`src/rtl/pmc_pkg.sv`:
```
package pmc_pkg;
  typedef enum logic [1:0] {
    MODE_NORMAL  = 2'd0,
    MODE_IDLE    = 2'd1,
    MODE_SLOW    = 2'd2,
    MODE_STANDBY = 2'd3
  } pm_mode_e;

  localparam int unsigned REG_MODE  = 0;
  localparam int unsigned REG_PSET  = 1;
  localparam int unsigned REG_PCLR  = 2;
  localparam int unsigned REG_PSTAT = 3;
  localparam int unsigned BUSY_BIT  = 8;

  // bit 1 of the code marks a slow-clock based mode
  function automatic logic slow_based(pm_mode_e m);
    return m[1];
  endfunction
endpackage

```
`src/rtl/pmc_periph_en.sv`:
```
module pmc_periph_en #(
  parameter int unsigned NP = 8
) (
  input  logic          clk_i,
  input  logic          rst_ni,
  input  logic [NP-1:0] set_i,
  input  logic [NP-1:0] clr_i,
  output logic [NP-1:0] en_o
);
  for (genvar i = 0; i < NP; i++) begin : g_bit
    always_ff @(posedge clk_i or negedge rst_ni) begin
      if (!rst_ni)       en_o[i] <= 1'b0;
      else if (clr_i[i]) en_o[i] <= 1'b0;
      else if (set_i[i]) en_o[i] <= 1'b1;
    end
  end
endmodule

```
`src/rtl/pmc_lock_filter.sv`:
```
module pmc_lock_filter #(
  parameter int unsigned LOCK_CYCLES = 2
) (
  input  logic clk_i,
  input  logic rst_ni,
  input  logic arm_i,
  input  logic lock_i,
  output logic done_o
);
  localparam int unsigned CW = $clog2(LOCK_CYCLES + 1);
  localparam logic [CW-1:0] LAST = CW'(LOCK_CYCLES - 1);

  logic [CW-1:0] cnt_q;

  assign done_o = arm_i && lock_i && (cnt_q == LAST);

  always_ff @(posedge clk_i or negedge rst_ni) begin
    if (!rst_ni)                         cnt_q <= '0;
    else if (!arm_i || !lock_i || done_o) cnt_q <= '0;
    else                                 cnt_q <= cnt_q + 1'b1;
  end
endmodule

```
`src/rtl/pmc_mode_fsm.sv`:
```
module pmc_mode_fsm
  import pmc_pkg::*;
(
  input  logic     clk_i,
  input  logic     rst_ni,
  input  logic     req_valid_i,
  input  pm_mode_e req_mode_i,
  input  logic     irq_i,
  input  logic     lock_done_i,
  output pm_mode_e mode_o,
  output logic     busy_o
);
  pm_mode_e mode_q, mode_d, tgt_q, tgt_d;
  logic     busy_q, busy_d;
  logic     accept;

  assign accept = req_valid_i && !busy_q;

  always_comb begin
    mode_d = mode_q;
    tgt_d  = tgt_q;
    busy_d = busy_q;
    if (accept) begin
      if (slow_based(mode_q) && !slow_based(req_mode_i)) begin
        busy_d = 1'b1;
        tgt_d  = req_mode_i;
      end else begin
        mode_d = req_mode_i;
      end
    end else begin
      if (irq_i) begin
        if (mode_q == MODE_IDLE)         mode_d = MODE_NORMAL;
        else if (mode_q == MODE_STANDBY) mode_d = MODE_SLOW;
      end
      if (busy_q && lock_done_i) begin
        mode_d = tgt_q;
        busy_d = 1'b0;
      end
    end
  end

  always_ff @(posedge clk_i or negedge rst_ni) begin
    if (!rst_ni) begin
      mode_q <= MODE_SLOW;
      tgt_q  <= MODE_NORMAL;
      busy_q <= 1'b0;
    end else begin
      mode_q <= mode_d;
      tgt_q  <= tgt_d;
      busy_q <= busy_d;
    end
  end

  assign mode_o = mode_q;
  assign busy_o = busy_q;
endmodule

```
`src/rtl/pwr_clk_ctrl.sv`:
```
module pwr_clk_ctrl
  import pmc_pkg::*;
#(
  parameter int unsigned NP          = 8,  // 1..DW
  parameter int unsigned AW          = 3,
  parameter int unsigned DW          = 32,
  parameter int unsigned LOCK_CYCLES = 2
) (
  input  logic          clk_i,
  input  logic          rst_ni,
  input  logic          wr_en_i,
  input  logic [AW-1:0] addr_i,
  input  logic [DW-1:0] wdata_i,
  output logic [DW-1:0] rdata_o,
  input  logic          irq_i,
  input  logic          pll_lock_i,
  output logic          cpu_clk_en_o,
  output logic [NP-1:0] periph_clk_en_o,
  output logic          osc_en_o,
  output logic          pll_en_o,
  output logic          mck_sel_o,
  output logic [1:0]    mode_o,
  output logic          busy_o
);
  logic          sel_mode, sel_set, sel_clr;
  logic [NP-1:0] set_v, clr_v;
  logic          lock_done;
  pm_mode_e      mode;
  logic          busy;

  assign sel_mode = wr_en_i && (addr_i == AW'(REG_MODE));
  assign sel_set  = wr_en_i && (addr_i == AW'(REG_PSET));
  assign sel_clr  = wr_en_i && (addr_i == AW'(REG_PCLR));
  assign set_v    = sel_set ? wdata_i[NP-1:0] : '0;
  assign clr_v    = sel_clr ? wdata_i[NP-1:0] : '0;

  pmc_periph_en #(.NP(NP)) u_periph (
    .clk_i  (clk_i),
    .rst_ni (rst_ni),
    .set_i  (set_v),
    .clr_i  (clr_v),
    .en_o   (periph_clk_en_o)
  );

  pmc_lock_filter #(.LOCK_CYCLES(LOCK_CYCLES)) u_lock (
    .clk_i  (clk_i),
    .rst_ni (rst_ni),
    .arm_i  (busy),
    .lock_i (pll_lock_i),
    .done_o (lock_done)
  );

  pmc_mode_fsm u_fsm (
    .clk_i       (clk_i),
    .rst_ni      (rst_ni),
    .req_valid_i (sel_mode),
    .req_mode_i  (pm_mode_e'(wdata_i[1:0])),
    .irq_i       (irq_i),
    .lock_done_i (lock_done),
    .mode_o      (mode),
    .busy_o      (busy)
  );

  assign cpu_clk_en_o = (mode == MODE_NORMAL) || (mode == MODE_SLOW);
  assign osc_en_o     = busy || !slow_based(mode);
  assign pll_en_o     = busy || !slow_based(mode);
  assign mck_sel_o    = !slow_based(mode);
  assign mode_o       = mode;
  assign busy_o       = busy;

  always_comb begin
    rdata_o = '0;
    unique case (addr_i)
      AW'(REG_MODE): begin
        rdata_o[1:0]     = mode;
        rdata_o[BUSY_BIT] = busy;
      end
      AW'(REG_PSTAT): rdata_o[NP-1:0] = periph_clk_en_o;
      default: ;
    endcase
  end
endmodule

```
`config.mk`:
```
export PLATFORM = sky130hd
export DESIGN_NAME = pwr_clk_ctrl
export DESIGN_NICKNAME = d
export VERILOG_FILES = /design/src/rtl/pmc_pkg.sv /design/src/rtl/pmc_periph_en.sv /design/src/rtl/pmc_lock_filter.sv /design/src/rtl/pmc_mode_fsm.sv /design/src/rtl/pwr_clk_ctrl.sv
export SDC_FILE = /design/constraint.sdc
export NUM_CORES = 1
export LEC_CHECK = 0
export ABC_CLOCK_PERIOD_IN_PS = 2100
export BUFFER_PORTS_ARGS = -buffer_cell sky130_fd_sc_hd__buf_2
export CAP_MARGIN = 10
export CELL_PAD_IN_SITES_DETAIL_PLACEMENT = 1
export CELL_PAD_IN_SITES_GLOBAL_PLACEMENT = 1
export CORE_MARGIN = 1
export CORE_UTILIZATION = 30
export CTS_BUF_LIST = sky130_fd_sc_hd__clkbuf_2
export CTS_CLUSTER_DIAMETER = 30
export DETAILED_ROUTE_END_ITERATION = 16
export GPL_TIMING_DRIVEN = 0
export HOLD_SLACK_MARGIN = 0.08
export PLACE_DENSITY_LB_ADDON = 0.1
export SYNTH_ARGS = -nofsm -noshare
export SYNTH_HDL_FRONTEND = slang
export SYNTH_HIERARCHICAL = 1
export SYNTH_SLANG_ARGS = --single-unit
export TNS_END_PERCENT = 10
```
`constraint.sdc`:
```
create_clock -name clk_i -period 2.1 [get_ports clk_i]
set_input_delay 0.21 -clock clk_i [delete_from_list [all_inputs] [get_ports clk_i]]
set_output_delay 0.21 -clock clk_i [all_outputs]
set_load 0.01 [all_outputs]
```
==> results of run 1 <==
layout by cell type, fill, tap and decap left out, drive strengths merged, types with 2 or more instances in the layout:
cell type and n:
buf 65, conb 23, and3 17, dfrtp 14, o21ba 8, and2 6, nor2b 6, inv 4
clkbuf 3, and4bb 3, nand4b 2, o41ai 2, nand2b 2, mux2i 2
state kept, by name, indices dropped and copies added (netlist names):
name	count
u_periph/en_o	8
u_lock/cnt_q	2
u_fsm/mode_o	2
u_fsm/tgt_q	2
u_fsm/busy_o	1
metrics by stage:
stage	hold slack, ps	setup slack [ps]
finish	216.5	430.8
global route	196.7	302.0
CTS	191.6	351.4
detailed placement	141.7	335.3
global placement	141.8	369.3
floorplan	-85.59	692.4
per-layer routing:
metal  routed length [µm]  global-route usage, %  vias to the layer above  share of wire [%]
li1                     -                      -                      465                  -
met1                 1119                  16.17                      442                 43
met2                 1326                  23.79                       36                 51
met3                  156                  3.102                        2                6.0
met4                   11                  3.488                        0               0.42
met5                    0                      0                        -                  0
cell type report:
| cell class | instances | share of cell area [%] |
|---|---|---|
| multi-input combinational | 83 | 39.74 |
| buffer | 28 | 15.06 |
| timing repair buffer | 38 | 13.28 |
| sequential | 15 | 25.62 |
| clock buffer | 3 | 1.021 |
| inverter | 4 | 1.021 |
| tap | 46 | 3.915 |
| clock inverter | 1 | 0.3404 |
cells by family after synthesis:
family	after synthesis	share of synthesized area, %
muxes	3	3.142
DFF	15	33.78
adders and majority gates	1	1.122
buffers and inverters	32	21.21
AOI/OAI and AO/OA	17	13.36
other	1	0.3364
and+or+nand+nor	39	27.05
worst reg2reg max path, delay by kind of cell, from the launching register on:
| kind | cells | cell delay [ps] |
|---|---|---|
| flops | 1 | 480 |
| simple gates | 1 | 340 |
| mux | 1 | 310 |
| buf+inv | 1 | 170 |
where the power goes:
part | internal [mW] | total [mW] | switching (mW)
logic | 0.222 | 0.415 | 0.193
clock network | 0.0432 | 0.141 | 0.0975
registers | 0.357 | 0.415 | 0.0583
final timing paths:
kind                       slack, ps                         start  cells after the start                      endpoint
max in group asynchronous       1450                        rst_ni                      2   u_fsm/mode_o[1]$_DFFE_PN1P_
min in group asynchronous        350                        rst_ni                      2  u_periph/en_o[6]$_DFFE_PN0P_
hold reg to reg                  520  u_periph/en_o[4]$_DFFE_PN0P_                      1  u_periph/en_o[4]$_DFFE_PN0P_
setup / recovery                 430   u_fsm/mode_o[1]$_DFFE_PN1P_                      3                    rdata_o[1]
hold / removal                   220                    wdata_i[0]                      2    u_fsm/tgt_q[0]$_DFFE_PN0P_
setup reg to reg                 710      u_fsm/busy_o$_DFFE_PN0P_                      3    u_fsm/tgt_q[0]$_DFFE_PN0P_
==> impl_metrics.csv, run 1 <==
group,metric,value,unit
final_layout,area_growth,31.87,%
critical_path,slowest_delay,620,ps
pwr,ir_drop,0.3311,mV
route,wire_per_inst,11.99,µm
critical_path,crit_slowest_cell,"dfstp_2",
grt,grt_usage,13.48,%
floorplanning,coreArea,0.003442,mm²
floorplanning,io_pins,87,
sta,finalSetupTns,0,ps
floorplanning,die_area,0.003964,mm²
final_layout,multi_input_area,584.3,µm²
sta,fmax,599.1,MHz
synth,ys_ff_latch,15,
synth,yosysTopAreaCell,"dfrtp_1",
final_layout,post-route-cell-area,0.001470,mm²
grt,antenna_found_initial,0,
critical_path,worstPathArrival,1460,ps
floorplanning,start_util,32.39,%
clock_network,worstSkewPairLatency,280,ps
synth,synth.distinct_cells,31,
clock_network,numCtsBuffers,3,
sta,rsz0062_at_grt,"false",
sta,final_hold_viol_count,0,
critical_path,cp_top_family,"flip-flops",
grt,grt-ovfl-total,0,
clock_network,cts_tree,"done",
clock_network,cts_post_setup_buffers_inserted,0,
clock_network,cts_root_buf,"clkbuf_2",
synth,yosysSeqAreaShare,33.78,%
outcome,status,"complete, no violations",
clock_network,clk_path_buf_depth,2,
critical_path,crit_fanout,7,
critical_path,end_kind,"output pin",
sta,maxSlewViolCount,0,
critical_path,cp_num_buf_inv,2,
synth,synth_warnings,6,
grt,first_global_vias,931,
sta,setup-violations-final,0,
route,drt_pass1_iterations,4,
sta,clock_skew,4.869,ps
sta,period_needed,1669,ps
run,maxCapViolCount,0,
final_layout,fill_cells,423,
route,first_iter_violations,17,
final_layout,instances_no_fill,218,
critical_path,crit_type,"register to output pin",
synth,postSynthAreaPerCell,10.32,µm²
route,num_vias,945,
hold_path,min_path_type,"input port to register",
route,drc,0,
route,wl,2.613,mm
placed_design,placed_cells,213,
final_layout,fin_nets,214,
critical_path,path_cells,"inv_1 > o41ai_1 > buf_2",
grt,grt_max_degree,16,
grt,grt_pass1_wl,4.236,mm
synth,synthFlopType,"dfrtp_1",
synth,synthTopCellsByCount,"buf_4, and3_1, dfrtp_1",
synth,yosysMostFrequentCell,"buf_4",
clock_network,clkTransAtPathRegs,160,ps
placed_design,post_dp_cell_area,0.001440,mm²
synth,syn_area,0.001115,mm²
final_layout,register_area,376.6,µm²
clock_network,hold_buffers,1,
pwr,powerDensity,660.3,mW/mm²
floorplanning,dieWidth,62.96,µm
sta,fin_crit_sh,79.48,%
placed_design,dp_hpwl,2.077,mm
synth,netlist_instances,108,
synth,postSynth.asyncResetShare,100.0,%
placed_design,portBuffers,37,
critical_path,critPathRequiredTime,1890,ps
synth,synth_top_area_share,31.43,%
clock_network,cts_max_level,1,
floorplanning,die_h,62.96,µm
floorplanning,num_rows,21,
pwr,p_total,970.8,µW
critical_path,crit_path_start_kind,"register",
final_layout,n_antenna_cell,0,
synth,synth_edf_count,0,
route,ant_nets,0,
placed_design,place.gp.congestion,0.8071,
clock_network,clock_sinks,15,
pwr,power_leakage,0.8696,nW
final_layout,layout-drive-gt1-share,45.35,%
route,vias_per_cell,4.335,
clock_network,postCtsResizedCells,0,
synth,yosys-top-cells-area,"dfrtp_1, buf_4, and3_1",
final_layout,fin_util,42.71,%
No activity file was read; power rests on OpenSTA's default activity.
==> run 2, diff against run 1 <==
Settings changed: ABC_CLOCK_PERIOD_IN_PS 2100 to 1400, CORE_UTILIZATION 30 to 25.
Clock period 2.1 ns to 1.4 ns, I/O delays scaled along.
==> run 2 against run 1 <==
  * The run now ends with negative setup slack left
  * Cell area rose by 4.5%
  * First-iteration DRC count fell by 18%
  * Flip-flop and latch count did not move
  * Sequential power rose by 49%
  * Die area rose by 19%
  * Highest routed layer unchanged
==> impl_metrics.csv, run 2 (synthesis gave the netlist of run 1 again) <==
group,metric,value,unit
clock_network,worstSkewPairLatency,290,ps
final_layout,register_area,379.1,µm²
grt,use_met2,23.53,%
final_layout,layout_common_cells,"buf_2, buf_4, conb_1",
clock_network,clkTransAtPathRegs,150,ps
sta,fmax,646.1,MHz
final_layout,fin_nets,216,
critical_path,crit_fanout,2,
outcome,status,"complete, but fails checks",
placed_design,preCtsSetupSlack,-329.8,ps
clock_network,clk_path_buf_depth,2,
grt,grt_usage,12.84,%
critical_path,crit_type,"register to output pin",
route,first_iter_violations,14,
route,vias_per_cell,4.313,
final_layout,top_register,"u_periph/en_o",
final_layout,fin_util,37.08,%
critical_path,reg2reg_depth,4,
placed_design,place.gp.congestion,0.8497,
critical_path,critPathRequiredTime,1260,ps
clock_network,cts_tree,"done",
sta,whs,123.4,ps
critical_path,reg2reg_setup_slack,-60,ps
floorplanning,die_h,68.78,µm
sta,period_needed,1548,ps
floorplanning,die_area,0.004730,mm²
hold_path,min_path_type,"input port to register",
placed_design,dp_hpwl,2.189,mm
sta,fin_crit_sh,110.6,%
floorplanning,dieWidth,68.78,µm
final_layout,n_antenna_cell,0,
clock_network,clock_sinks,15,
critical_path,end_kind,"output pin",
grt,grt_pass1_wl,4.381,mm
sta,fin_ws,-147.8,ps
run,maxCapViolCount,0,
critical_path,worstPathArrival,1410,ps
placed_design,portBuffers,37,
sta,finalSetupTns,-263.2,ps
sta,maxSlewViolCount,0,
route,ant_nets,0,
final_layout,largest_reg_flops,8,
floorplanning,coreArea,0.004144,mm²
sta,rsz0062_at_grt,"true",
route,num_vias,966,
grt,first_global_vias,912,
grt,grt-ovfl-total,0,
floorplanning,io_pins,87,
pwr,ir_drop,0.4620,mV
grt,grt_use_met3,3.947,%
route,drc,0,
floorplanning,num_rows,23,
grt,gr-max-usage-layer,"met2",
final_layout,multi_input_area,615.6,µm²
outcome,violations,"negative setup slack",
critical_path,startpoint,"u_fsm/mode_o[1]$_DFFE_PN1P_",
route,wl,2.907,mm
final_layout,area_growth,37.82,%
critical_path,worstReg2RegEnd,"u_fsm/tgt_q[0]$_DFFE_PN0P_",
grt,antenna_found_initial,0,
critical_path,crit_path_start_kind,"register",
sta,setup-violations-final,3,
final_layout,fill_cells,499,
final_layout,mostFrequentLayoutCell,"buf_2",
clock_network,cts_max_level,1,
clock_network,cts_root_buf,"clkbuf_2",
pwr,power_leakage,0.8954,nW
hold_path,holdPathStages,2,
grt,grt_max_degree,16,
critical_path,r2r_start,"u_fsm/mode_o[1]$_DFFE_PN1P_",
pwr,powerDensity,1005,mW/mm²
sta,clock_skew,0.3809,ps
route,drt_pass1_iterations,4,
grt,grtUsageMet1,14.97,%
final_layout,layout-drive-gt1-share,49.43,%
clock_network,numCtsBuffers,3,
hold_path,hold_start,"wdata_i[0]",
hold_path,worstHoldEndpoint,"u_fsm/tgt_q[0]$_DFFE_PN0P_",
sta,final_hold_viol_count,0,
route,wire_per_inst,12.98,µm
floorplanning,start_util,26.90,%
## run 2: repair_timing
| action | 4_1_cts | 5_1_grt |
|---|---|---|
| endpoints found under the hold margin | 15 | 0 |
| endpoints found under the setup margin | 5 | 7 |
| hold buffers | 1 | 0 |
| gates resized for setup | 4 | 3 |
| setup buffers | 2 | 0 |
| gates cloned | 0 | 0 |
## run 2: area by class of cell
type	count	area share (%)
Timing Repair Buffer	40	14.50
Clock buffer	4	1.303
Inverter	4	0.9772
Multi-Input combinational cell	83	40.07
Buffer	28	14.41
Tap cell	50	4.072
Sequential cell	15	24.67
## run 2: critical path: stages (launching register included)
cell	delay [ps]
dfstp_2	570
inv_1	70
o41ai_2	280
buf_2	200
## run 2: worst max-delay path by stage
stage,to
2_1_floorplan,u_fsm/tgt_q[0]$_DFFE_PN0P_
3_3_place_gp,u_fsm/tgt_q[0]$_DFFE_PN0P_
3_5_place_dp,u_fsm/tgt_q[0]$_DFFE_PN0P_
4_1_cts,rdata_o[1]
5_1_grt,rdata_o[1]
6_report,rdata_o[1]
## run 2: layer usage
layer | share of wire [%] | up-vias
met5 | 0 | -
met4 | 0.38 | 0
met3 | 8.3 | 2
met2 | 48 | 45
met1 | 43 | 453
li1 | - | 466
## run 2: power breakdown
group	leakage [nW]	switching, mW	internal [mW]	total (mW)
combinational	0.694	0.323	0.376	0.699
sequential	0.184	0.0824	0.538	0.620
clock	0.0166	0.149	0.0757	0.224
## run 2: metrics by stage
step	total power [mW]	cell area, µm²	instances
global placement	1.242	1445	217
finish	1.544	1536	224
global route	1.667	1536	224
CTS	1.557	1525	224
detailed placement	1.267	1445	217
floorplan	1.033	1197	130
==> run 3, diff against run 2 <==
Settings changed: CORE_UTILIZATION 25 to 24, PLACE_DENSITY set to 0.88, PLACE_DENSITY_LB_ADDON 0.1 to not set, SYNTH_HIERARCHICAL 1 to not set.
==> run 3 against run 2 <==
  * Critical path type is now register to register
  * Clock skew is essentially flat
  * Largest cell class unchanged
  * The flow still finishes with violations (negative setup slack)
  * Wire length grew 5.6%
  * Utilization shrank 0.94 points
==> impl_metrics.csv, run 3 <==
group,metric,value,unit
run,maxCapViolCount,0,
grt,first_global_vias,1024,
final_layout,post-route-cell-area,0.001498,mm²
route,drc,0,
synth,yosysTopAreaCell,"dfrtp_1",
pwr,p_total,1.445,mW
final_layout,layout-drive-gt1-share,42.86,%
outcome,status,"complete, but fails checks",
sta,setup-violations-final,3,
placed_design,portBuffers,37,
critical_path,worstPathArrival,1640,ps
grt,grt_max_degree,16,
clock_network,numCtsBuffers,3,
synth,synth_top_area_share,32.60,%
clock_network,cts_max_level,1,
final_layout,fin_nets,231,
synth,synth_edf_count,0,
grt,grt-ovfl-total,0,
route,wire_per_inst,12.85,µm
pwr,powerDensity,964.9,mW/mm²
floorplanning,die_h,68.92,µm
floorplanning,die_area,0.004750,mm²
critical_path,crit_path_start_kind,"register",
grt,grt_usage,13.72,%
final_layout,multi_input_area,585.6,µm²
synth,synthFlopType,"dfrtp_1",
synth,postSynth.asyncResetShare,100.0,%
grt,antenna_found_initial,0,
sta,clock_skew,0.4728,ps
floorplanning,start_util,25.94,%
sta,fmax,696.1,MHz
clock_network,clk_path_buf_depth,2,
sta,final_hold_viol_count,0,
synth,synthTopCellsByCount,"buf_4, dfrtp_1, a21oi_1, nor2_1",
synth,synth.distinct_cells,31,
pwr,power_leakage,0.8051,nW
synth,syn_area,0.001075,mm²
clock_network,cts_root_buf,"clkbuf_2",
route,first_iter_violations,42,
synth,yosysMostFrequentCell,"buf_4",
sta,fin_ws,-36.63,ps
final_layout,fill_cells,529,
outcome,violations,"negative setup slack",
sta,period_needed,1437,ps
hold_path,min_path_type,"input port to register",
final_layout,layout_common_cells,"buf_2, buf_4, conb_1",
synth,postSynthAreaPerCell,8.810,µm²
floorplanning,coreArea,0.004144,mm²
clock_network,cts_tree,"done",
synth,ys_ff_latch,15,
critical_path,end_kind,"register",
floorplanning,io_pins,87,
floorplanning,dieWidth,68.92,µm
synth,netlist_instances,122,
route,ant_nets,0,
synth,synth_warnings,0,
sta,rsz0062_at_grt,"true",
final_layout,largest_reg_flops,8,
route,drt_pass1_iterations,4,
route,num_vias,1061,
clock_network,worstSkewPairLatency,290,ps
critical_path,crit_fanout,5,
final_layout,mostFrequentLayoutCell,"buf_2",
final_layout,register_area,377.9,µm²
synth,yosysSeqAreaShare,35.04,%
critical_path,critPathRequiredTime,1600,ps
placed_design,post_dp_cell_area,0.001414,mm²
sta,fin_crit_sh,102.6,%
clock_network,clkTransAtPathRegs,160,ps
grt,grt_pass1_wl,4.671,mm
placed_design,dp_hpwl,2.332,mm
clock_network,clock_sinks,15,
final_layout,n_antenna_cell,0,
floorplanning,num_rows,23,
final_layout,area_growth,39.35,%
sta,maxSlewViolCount,0,
pwr,ir_drop,0.3302,mV
placed_design,place.gp.congestion,0.7123,
route,vias_per_cell,4.439,
final_layout,top_register,"u_periph.en_o",
critical_path,crit_type,"register to register",
synth,yosys-top-cells-area,"dfrtp_1, buf_4, nand4b_1",
route,wl,3.070,mm
## run 3: changes by cell type after synthesis, sizes merged, moves of 7 or more
cell,delta
o21ba,-8
a31oi,+7
nor2,+10
a21oi,+9
and3,-16
## run 3: power by group
part / total (mW) / switching, mW / leakage (nW) / internal (mW)
Combinational: 0.635 / 0.318 / 0.594 / 0.316
Sequential: 0.582 / 0.0725 / 0.195 / 0.510
Clock: 0.228 / 0.152 / 0.0166 / 0.0757
Total: 1.45 / 0.543 / 0.805 / 0.902
## run 3: worst max-delay path: stages (launching register included)
cell,delay (ps)
dfstp_2,620
nand2b_4,70
nor4b_4,320
mux2_4,330
## run 3: metal layers
layer  track usage [%]  up-vias  part of all wire (%)
met4             5.357        0                   1.6
met2             24.51       36                    51
li1                  -      513                     -
met1             15.42      507                    41
met5                 0        -                     0
met3             3.454        5                   6.2
## run 3: timing repair
| item | in CTS | in global routing |
|---|---|---|
| buffers inserted | 4 | 0 |
| hold buffers | 1 | 0 |
| setup endpoints to repair | 5 | 8 |
| pin swaps | 3 | 2 |
| gates resized for setup | 3 | 5 |
| endpoints found under the hold margin | 15 | 0 |
## run 3: worst paths after layout
path,start,endpoint,slack (ps),depth (start not counted)
worst max-delay path,u_fsm.mode_o[1]$_DFFE_PN1P_,u_fsm.tgt_q[0]$_DFFE_PN0P_,-40,3
worst min-delay path,pll_lock_i,u_lock.cnt_q[0]$_DFF_PN0_,110,3
worst max register to register,u_fsm.mode_o[1]$_DFFE_PN1P_,u_fsm.tgt_q[0]$_DFFE_PN0P_,-40,3
worst min register to register,u_lock.cnt_q[0]$_DFF_PN0_,u_lock.cnt_q[0]$_DFF_PN0_,500,1
max in group asynchronous,rst_ni,u_fsm.mode_o[1]$_DFFE_PN1P_,810,2
min in group asynchronous,rst_ni,u_lock.cnt_q[1]$_DFF_PN0_,280,2
## run 3: area by class of cell
cell class,instances,area share [%]
well taps,50,4.177
inverters,5,1.253
clock buffers,4,1.337
plain buffers,29,13.70
multi-input cells,94,39.10
flip-flops and latches,15,25.23
repair buffers,42,15.20
## run 3: logic make-up (layout without fill, tap and decap cells)
group | count (synthesis) | in the layout | share of synthesized area (%)
AOI/OAI and AO/OA | 23 | 23 | 13.39
muxes | 1 | 1 | 1.048
adders and majority gates | 1 | 1 | 1.164
DFF | 15 | 15 | 35.04
and+or+nand+nor | 46 | 46 | 27.47
other | 1 | 23 | 0.3489
buffers and inverters | 35 | 80 | 21.54
## run 3: metrics by stage
stage	setup slack [ps]	utilization (%)	instances	hold WS, ps	TNS (ps)
after floorplan	-14.93	-	144	-155.6	-14.93
after global placement	-95.87	34.12	231	75.75	-95.87
after detailed placement	-130.4	34.12	231	80.85	-191.6
after CTS	-32.25	35.75	240	91.07	-94.01
after global routing	-89.14	36.14	239	113.5	-316.2
final	-36.63	36.14	239	110.6	-66.20
